File: config.mk
export PLATFORM = sky130hd
export DESIGN_NAME = burst_addr_gen
export DESIGN_NICKNAME = d
export VERILOG_FILES = /design/src/rtl/burst_addr_pkg.sv /design/src/rtl/ctr_act_decode.sv /design/src/rtl/ctr_repeat_store.sv /design/src/rtl/ctr_addr_core.sv /design/src/rtl/burst_addr_gen.sv
export SDC_FILE = /design/constraint.sdc
export NUM_CORES = 1
export LEC_CHECK = 0
export BUFFER_PORTS_ARGS = -buffer_cell sky130_fd_sc_hd__clkbuf_2
export CAP_MARGIN = 30
export CORE_ASPECT_RATIO = 0.9
export CORE_MARGIN = 1
export CORE_UTILIZATION = 55
export CTS_CLUSTER_SIZE = 20
export DETAILED_ROUTE_END_ITERATION = 10
export MAX_ROUTING_LAYER = met4
export PLACE_DENSITY = 0.86
export SYNTH_ARGS = -nofsm -noshare
export SYNTH_HDL_FRONTEND = slang
export SYNTH_HIERARCHICAL = 1
export SYNTH_SLANG_ARGS = --single-unit
File: constraint.sdc
create_clock -name clk -period 2.6 [get_ports clk]
set_input_delay 0.52 -clock clk [delete_from_list [all_inputs] [get_ports clk]]
set_output_delay 0.52 -clock clk [all_outputs]
set_load 0.03 [all_outputs]
File: src/rtl/burst_addr_pkg.sv
package burst_addr_pkg;

    localparam int BANK_W = 6;
    localparam int OFS_W  = 12;
    localparam int ADDR_W = BANK_W + OFS_W;

    typedef struct packed {
        logic [BANK_W-1:0] bank;
        logic [OFS_W-1:0]  ofs;
    } baddr_t;

    typedef enum logic [1:0] {
        ACT_HOLD   = 2'd0,
        ACT_LOAD   = 2'd1,
        ACT_STEP   = 2'd2,
        ACT_RETURN = 2'd3
    } act_e;

    // Advance one location; the offset carry ripples into the bank field,
    // and the bank field wraps modulo its own width.
    function automatic baddr_t bump(input baddr_t a);
        baddr_t r;
        if (a.ofs == {OFS_W{1'b1}}) begin
            r.ofs  = '0;
            r.bank = a.bank + BANK_W'(1);
        end else begin
            r.ofs  = a.ofs + OFS_W'(1);
            r.bank = a.bank;
        end
        return r;
    endfunction

endpackage

File: src/rtl/ctr_act_decode.sv
module ctr_act_decode
    import burst_addr_pkg::*;
(
    input  logic load_n,
    input  logic count_n,
    input  logic repeat_n,
    input  logic target_ok,
    output act_e act
);
    // Priority: repeat, then strobe, then count enable.
    always_comb begin
        if (!repeat_n)
            act = target_ok ? ACT_RETURN : ACT_HOLD;
        else if (!load_n)
            act = ACT_LOAD;
        else if (!count_n)
            act = ACT_STEP;
        else
            act = ACT_HOLD;
    end
endmodule

File: src/rtl/ctr_repeat_store.sv
module ctr_repeat_store
    import burst_addr_pkg::*;
(
    input  logic   clk,
    input  logic   rst,
    input  act_e   act,
    input  baddr_t load_addr,
    output baddr_t target,
    output logic   target_ok
);
    always_ff @(posedge clk) begin
        if (rst) begin
            target    <= '0;
            target_ok <= 1'b0;
        end else if (act == ACT_LOAD) begin
            target    <= load_addr;
            target_ok <= 1'b1;
        end
    end


    target_update_chk: assert property (@(posedge clk) disable iff (rst)
        (act == ACT_LOAD) |=> (target == $past(load_addr)));


    target_sticky_chk: assert property (@(posedge clk) disable iff (rst)
        target_ok |=> target_ok);
endmodule

File: src/rtl/ctr_addr_core.sv
module ctr_addr_core
    import burst_addr_pkg::*;
(
    input  logic   clk,
    input  logic   rst,
    input  act_e   act,
    input  baddr_t ext,
    input  baddr_t target,
    output baddr_t addr
);
    baddr_t nxt;

    always_comb begin
        unique case (act)
            ACT_LOAD:   nxt = ext;
            ACT_STEP:   nxt = bump(addr);
            ACT_RETURN: nxt = target;
            default:    nxt = addr;
        endcase
    end

    always_ff @(posedge clk) begin
        if (rst) addr <= '0;
        else     addr <= nxt;
    end


    load_take_chk: assert property (@(posedge clk) disable iff (rst)
        (act == ACT_LOAD) |=> (addr == $past(ext)));


    step_plus_one_chk: assert property (@(posedge clk) disable iff (rst)
        (act == ACT_STEP) |=> (ADDR_W'(addr) == ADDR_W'($past(addr) + ADDR_W'(1))));


    hold_still_chk: assert property (@(posedge clk) disable iff (rst)
        (act == ACT_HOLD) |=> $stable(addr));


    return_target_chk: assert property (@(posedge clk) disable iff (rst)
        (act == ACT_RETURN) |=> (addr == $past(target)));
endmodule

File: src/rtl/burst_addr_gen.sv
module burst_addr_gen
    import burst_addr_pkg::*;
(
    input  logic              clk,
    input  logic              rst,
    input  logic [ADDR_W-1:0] ext_addr,
    input  logic              load_n,
    input  logic              count_n,
    input  logic              repeat_n,
    output logic [ADDR_W-1:0] cur_addr,
    output logic [BANK_W-1:0] cur_bank,
    output logic              rpt_valid
);
    act_e   act;
    baddr_t ext_s;
    baddr_t target;
    baddr_t addr_s;

    assign ext_s = baddr_t'(ext_addr);

    ctr_act_decode u_decode (
        .load_n    (load_n),
        .count_n   (count_n),
        .repeat_n  (repeat_n),
        .target_ok (rpt_valid),
        .act       (act)
    );

    ctr_repeat_store u_store (
        .clk       (clk),
        .rst       (rst),
        .act       (act),
        .load_addr (ext_s),
        .target    (target),
        .target_ok (rpt_valid)
    );

    ctr_addr_core u_core (
        .clk    (clk),
        .rst    (rst),
        .act    (act),
        .ext    (ext_s),
        .target (target),
        .addr   (addr_s)
    );

    assign cur_addr = addr_s;
    assign cur_bank = addr_s.bank;


    no_target_hold_chk: assert property (@(posedge clk) disable iff (rst)
        (!repeat_n && !rpt_valid) |=> ($stable(cur_addr) && !rpt_valid));


    repeat_wins_chk: assert property (@(posedge clk) disable iff (rst)
        (!repeat_n && rpt_valid && !load_n) |=> (cur_addr == $past(target)));


    reset_clear_chk: assert property (@(posedge clk)
        rst |=> (cur_addr == '0 && !rpt_valid));
endmodule

==> results of run 1 <==
-- worst max-delay path, delay by kind of cell (launching register included) --
kind | cells | cell delay (ns)
compound gates | 2 | 0.47
flops | 1 | 0.43
simple gates | 2 | 0.76
fa+ha+maj | 1 | 0.29
-- layer usage --
layer,global-route usage [%],vias to the layer above
met1,35.4,984
li1,-,1043
met3,4.96,8
met4,10.3,0
met2,38.0,83
met5,-,-
-- cell families after synthesis --
logic type / after synthesis / share of synthesized area [%]
xor gates and xnor gates: 6 / 2.31
adders and majority gates: 2 / 1.10
buffers and inverters: 36 / 7.96
DFF: 37 / 32.5
and+or+nand+nor: 100 / 29.8
AOI/OAI and AO/OA: 72 / 21.4
muxes: 11 / 4.94
-- power by group --
part / internal [µW] / switching (µW)
combinational: 136 / 223
clock: 210 / 199
sequential: 612 / 45.6
-- worst max-delay path by stage --
stage	cells after the start	to	slack, ns	startpoint
after global placement	6	u_core/addr[13]$_SDFFE_PP0P_	0.25	repeat_n
final	5	u_core/addr[15]$_SDFFE_PP0P_	0.50	u_core/addr[0]$_SDFFE_PP0P_
after detailed placement	7	u_core/addr[7]$_SDFFE_PP0P_	0.21	repeat_n
after global routing	5	u_core/addr[12]$_SDFFE_PP0P_	0.39	u_core/addr[0]$_SDFFE_PP0P_
after floorplan	6	u_core/addr[16]$_SDFFE_PP0P_	0.52	u_core/addr[0]$_SDFFE_PP0P_
after CTS	5	u_core/addr[12]$_SDFFE_PP0P_	0.51	u_core/addr[0]$_SDFFE_PP0P_
-- metrics by stage --
stage               total power, µW  cells  worst slack, ns  hold WS, ns  cell area (µm²)
finish                         1420    350            0.504        0.472             2600
global route                   1490    350            0.387        0.490             2600
CTS                            1420    349            0.506        0.476             2580
detailed placement             1020    342            0.212        0.462             2500
global placement               1010    342            0.251        0.460             2500
floorplan                       924    264            0.523        0.449             2280
-- flip-flops by register name (all words and copies together), names as in the netlist --
name               cells
u_core/addr           18
u_store/target        18
u_store/target_ok      1
-- area by class of cell --
cell class | count | area share [%]
clock buffers | 7 | 3.32
inverters | 13 | 1.88
multi-input cells | 191 | 52.2
flip-flops and latches | 37 | 28.5
well taps | 46 | 2.21
repair buffers | 56 | 11.9
-- layout by cell type, fill, tap and decap left out, drive strengths merged, types with 2 or more instances in the layout --
cell type	Yosys	final
or4	2	2
buf	12	9
o211ai	2	2
nor3	6	6
nor2	13	13
clkbuf	11	54
xnor2	6	6
nand2b	19	19
o21a	2	2
a31o	2	2
nand4	3	3
mux2i	9	9
a31oi	6	6
nand4bb	18	18
o21ai	26	26
dfxtp	37	37
a221oi	2	2
o22ai	2	2
inv	13	13
nor4	3	3
o31ai	4	4
a21oi	18	18
o32ai	3	3
nor2b	3	3
mux2	2	2
and3	3	3
ha	2	2
nand3	13	13
nand2	13	13
==> reports/results.txt, run 1 <==
period utilization - 80.6%
worst slew pin tran - 0.684 ns
port bufs - 47
Starting Density - 59.4%
Post-synth EDFFs - 0
final core utilization - 67.8%
initial antenna violation count - 0
max cap viols - 0
crit path capture type - flip-flop
HP Start - u_store/target[13]$_SDFFE_PP0N_
Post-CTS Setup Inserts - 0
Hold Path Stages - 2
largest net degree at the start of global routing - 43
DR vias/cell - 6.05
status - finished clean
Die Wd - 69.8 µm
Post-Syn Instances - 264
Pwr Density - 548 nW/µm²
clock tree sinks - 37
synthesized area - 2280 µm²
dominant synthesized flop cell - dfxtp_1
vias in the first global route - 1944
Tot GR Track Use - 26.0%
GPL Wtd Cong - 0.895
CTS-repair resized insts - 0
hpwl dp - 3710 µm
ANT cells - 0
core area - 3840 µm²
clk root buf - clkbuf_8
clock slew at reported path FFs - 0.07 ns
setup_tns - 0 ns
Ys Warns - 6
FF-to-FF End - u_core/addr[15]$_SDFFE_PP0P_
Worst EP arrival - 2.25 ns
Synth area leader - dfxtp_1
Synth top cells by count - 37 x dfxtp_1, 19 x nand2b_1, 18 x a21oi_1, 18 x nand4bb_1, 15 x o21ai_0
Hold Buf Count CTS - 0
area share of the largest cell type after synthesis - 32.5%
Avg Cell Area, Syn - 8.63 µm²
cell count of the worst reg-to-reg path - 5
overall routed net length - 5310 µm
worst skew pair latency - 0.29 ns
Final ANT Viol Nets - 0
1st-iter DRT viols - 251
Slew Viols, Final - 0
Final Skew - 0.00542 ns
FF+latch area - 741 µm²
final setup violating endpoints - 0
Setup CP Type - flip-flop to flip-flop
most frequent cell after synthesis - dfxtp_1
Max H-tree Level - 2
total congestion overflow - 0
layout cells sized above 1 - 28.0%
Worst EP required - 2.75 ns
Synth area leaders - dfxtp_1 33%, nand4bb_1 8.9%, nand2b_1 5.2%
top sig layer - met4
Die H - 63.1 µm
crit path cell chain - ha_1, nand3_4, or4_4, o31ai_1, o32ai_1
maximum vdd ir drop - 342 µV
critical path fanouts, max - 10
Final Hold Fails - 0
normalized max-slew margin - 54.4%
worst r2r src - u_core/addr[0]$_SDFFE_PP0P_
FP Rows - 21
Seq/Total Area, Yosys - 32.5%
DR vias - 2118
Hold Crit Endpoint - u_store/target[13]$_SDFFE_PP0N_
first-pass GRT wire length - 9000 µm
CTS tree - done
layout overhead on the synthesized area - 14.1%
IO Pins - 48
nets@finish - 329
Yosys cell types - 47
Mapped Nets - 289
post-synthesis register bit count - 37
RSZ-0062 raised after global routing - no
met3 routed WL - 401 µm
CP max-delay cell - or4_4
Async S/R FF share, synth - 0%
M1 WL - 2460 µm
Routed wire per std cell - 15.2 µm
Hold WC Path Type - flip-flop to flip-flop
clock buffer depth - 2
met2 WL post-DR - 2380 µm
flop2flop setup slack - 0.50 ns
critical path's largest stage delay - 0.63 ns
CTS Buf Count - 5
DR pass1 iterations - 4
Startpoint Class - flip-flop
Max Freq - 477 MHz
Filler Cell Count - 309
drt drc - 0
Pleak - 0.00101 µW
Tmin final - 2.10 ns
die area - 4400 µm²
multi-input logic area - 1360 µm²
Note: power is estimated with default switching activity, not from simulation.
==> inputs of run 2 (changes only) <==
--- a/config.mk
+++ b/config.mk
@@ -5,15 +5,16 @@
 export SDC_FILE = /design/constraint.sdc
 export NUM_CORES = 1
 export LEC_CHECK = 0
+export ABC_AREA = 1
 export BUFFER_PORTS_ARGS = -buffer_cell sky130_fd_sc_hd__clkbuf_2
 export CAP_MARGIN = 30
 export CORE_ASPECT_RATIO = 0.9
 export CORE_MARGIN = 1
-export CORE_UTILIZATION = 55
+export CORE_UTILIZATION = 50
 export CTS_CLUSTER_SIZE = 20
 export DETAILED_ROUTE_END_ITERATION = 10
 export MAX_ROUTING_LAYER = met4
-export PLACE_DENSITY = 0.86
+export PLACE_DENSITY = 0.83
 export SYNTH_ARGS = -nofsm -noshare
 export SYNTH_HDL_FRONTEND = slang
 export SYNTH_HIERARCHICAL = 1
==> constraint.sdc (replaced) <==
create_clock -name clk -period 1.85 [get_ports clk]
set_input_delay 0.37 -clock clk [delete_from_list [all_inputs] [get_ports clk]]
set_output_delay 0.37 -clock clk [all_outputs]
set_load 0.03 [all_outputs]
==> reports/results.txt, run 2 <==
status - finished clean
Pleak - 0.00132 µW (+31%)
Max Freq - 591 MHz (+24%)
synthesized area - 2350 µm² (+3.1%)
cell mode on critical path - nand2_1
Slew Viols, Final - 0 (unchanged)
Final Skew - 0.00367 ns (-0.00175 ns)
CTS-repair resized insts - 0 (unchanged)
Avg Cell Area, Syn - 6.79 µm² (-21%)
Ys Warns - 6 (unchanged)
1st-iter DRT viols - 223 (-11%)
Layout Cells excl Fill - 454 (+30%)
commonest non-fill, non-tap cell in the layout - nand2_1
Post-Syn Instances - 346 (+31%)
RSZ-0062 raised after global routing - no
worst skew pair latency - 0.29 ns (about the same)
Mapped Nets - 371 (+28%)
Filler Cell Count - 437 (+41%)
Die Wd - 74.3 µm (+6.3%)
final setup violating endpoints - 0 (unchanged)
port bufs - 47 (unchanged)
Post-synth EDFFs - 0 (unchanged)
worst slew pin tran - 0.305 ns (-0.379 ns)
Hold Buf Count CTS - 0 (unchanged)
Final Hold Fails - 0 (unchanged)
critical path fanouts, max - 5 (-5)
Startpoint Class - flip-flop
clock buffer depth - 2 (unchanged)
Async S/R FF share, synth - 0% (unchanged)
Seq/Total Area, Yosys - 31.5% (-0.99 points)
nets@finish - 417 (+27%)
crit path cell chain - ha_1, nand2_2, nor2_8, nand3_2, nand2_4, inv_1, nand3_1, nand2_1, nand2_1, a21oi_1
Post-CTS Setup Inserts - 0 (unchanged)
DR vias/cell - 5.13 (-15%)
Die H - 67.0 µm (+6.3%)
total chip power - 2200 µW (+54%)
Routed wire per std cell - 12.6 µm (-17%)
period utilization - 91.4% (+11 points)
final worst slack - 0.159 ns (-0.345 ns)
core area - 4490 µm² (+17%)
Post-Place Cells - 447 (+31%)
Hold WC Path Type - input pin to flip-flop
dominant synthesized flop cell - dfxtp_1
CP max-delay cell - dfxtp_1
maximum vdd ir drop - 349 µV (+2.1%)
post-synthesis register bit count - 37 (unchanged)
CTS Buf Count - 5 (unchanged)
area share of the largest cell type after synthesis - 31.5% (-0.99 points)
initial antenna violation count - 0 (unchanged)
overall routed net length - 5740 µm (+8.0%)
first-pass GRT wire length - 9140 µm (+1.5%)
Worst EP arrival - 1.86 ns (-0.39 ns)
IO Pins - 48 (unchanged)
GPL Wtd Cong - 0.890 (-0.48%)
clk root buf - clkbuf_8
Tot GR Track Use - 25.3% (-0.69 points)
most frequent cells in the layout - 73 x nand2_1, 66 x nor2_1, 47 x clkbuf_2
Max H-tree Level - 2 (unchanged)
hpwl dp - 4110 µm (+11%)
Yosys cell types - 37 (-21%)
layout cells sized above 1 - 27.0% (-0.92 points)
total congestion overflow - 0 (unchanged)
clock slew at reported path FFs - 0.07 ns (about the same)
crit path capture type - flip-flop
DR vias - 2328 (+9.9%)
Pwr Density - 815 nW/µm² (+49%)
layout overhead on the synthesized area - 14.7%
die area - 4980 µm² (+13%)
Synth area leaders - dfxtp_1 32%, nand2_1 12%, nor2_1 11%
clock tree sinks - 37 (unchanged)
Fin Hold WS - 0.342 ns (-0.130 ns)
Synth area leader - dfxtp_1
FP Rows - 23 (+9.5%)
Tmin final - 1.69 ns (-0.405 ns)
normalized max-slew margin - 79.6% (+25 points)
ANT cells - 0 (unchanged)
drt drc - 0 (unchanged)
vias in the first global route - 2033 (+4.6%)
Starting Density - 52.3% (-7.1 points)
largest net degree at the start of global routing - 21 (-51%)
critical path's largest stage delay - 0.42 ns (-0.21 ns)
DR pass1 iterations - 4 (unchanged)
Final ANT Viol Nets - 0 (unchanged)
Setup CP Type - flip-flop to flip-flop
Worst EP required - 2.02 ns (-0.73 ns)
post-place setup slack - 0.134 ns (-0.0782 ns)
most frequent cell after synthesis - nand2_1
CTS tree - done
Top Registers - u_core/addr x18, u_store/target x18, u_store/target_ok x1
setup_tns - 0 ns (unchanged)
max cap viols - 0 (unchanged)
Synth top cells by count - 73 x nand2_1, 66 x nor2_1, 37 x dfxtp_1, 31 x inv_1, 22 x a21oi_1
[run 2: cell types whose count changed after synthesis, moves of 11 or more]
cell       delta
inv_1        +18
nand2_1      +60
nand2b_1     -19
nand3_2      +12
nand4bb_1    -18
nor2_1       +53
o21ai_2      -11
[run 2: worst paths after layout]
kind	startpoint	depth (start not counted)	end	slack [ns]
setup reg to reg	u_core/addr[0]$_SDFFE_PP0P_	10	u_core/addr[11]$_SDFFE_PP0P_	0.16
hold / removal	ext_addr[6]	3	u_core/addr[6]$_SDFFE_PP0P_	0.34
setup / recovery	u_core/addr[0]$_SDFFE_PP0P_	10	u_core/addr[11]$_SDFFE_PP0P_	0.16
hold reg to reg	u_store/target[6]$_SDFFE_PP0N_	2	u_core/addr[6]$_SDFFE_PP0P_	0.49
[run 2: cell families after synthesis]
kind of cell / Yosys count / synth area share [%]
compound gates: 47 / 11.3
xor+xnor: 7 / 2.61
fa+ha+maj: 2 / 1.06
buf+inv: 55 / 11.7
flops: 37 / 31.5
simple gates: 198 / 41.8
[run 2: worst max-delay path: cells and delay by family, from the launching register on]
family          cells  cell delay (ns)
fa+ha+maj           1             0.27
flops               1             0.42
buf+inv             1             0.11
simple gates        7             0.70
compound gates      1             0.05
[run 2: metrics by stage]
step                      cell area (µm²)  utilization, %
after floorplan                      2350               -
after global placement               2610            58.1
after detailed placement             2610            58.1
after CTS                            2700            60.0
after global routing                 2700            60.0
final                                2700            60.0
[run 2: per-layer routing]
| metal | part of all wire, % | GRT usage (%) | vias to the layer above |
|---|---|---|---|
| met5 | 0 | - | - |
| met4 | 2.8 | 12.5 | 0 |
| met3 | 6.3 | 6.20 | 14 |
| met2 | 46 | 38.1 | 72 |
| met1 | 45 | 31.5 | 1064 |
| li1 | - | - | 1178 |
[run 2: area by class of cell]
type                       instances  area (µm²)  area share [%]
clock buffer                       7        86.3            3.20
tap                               62        77.6            2.88
multi-input combinational        254        1340            49.6
inverter                          38         150            5.57
sequential                        37         741            27.5
timing repair buffer              56         303            11.2
[run 2: report_power, final]
group          internal (µW)  total, µW  switching, µW
clock network            295        570            275
registers                881        971           89.7
logic                    219        655            436
total                   1400       2200            801
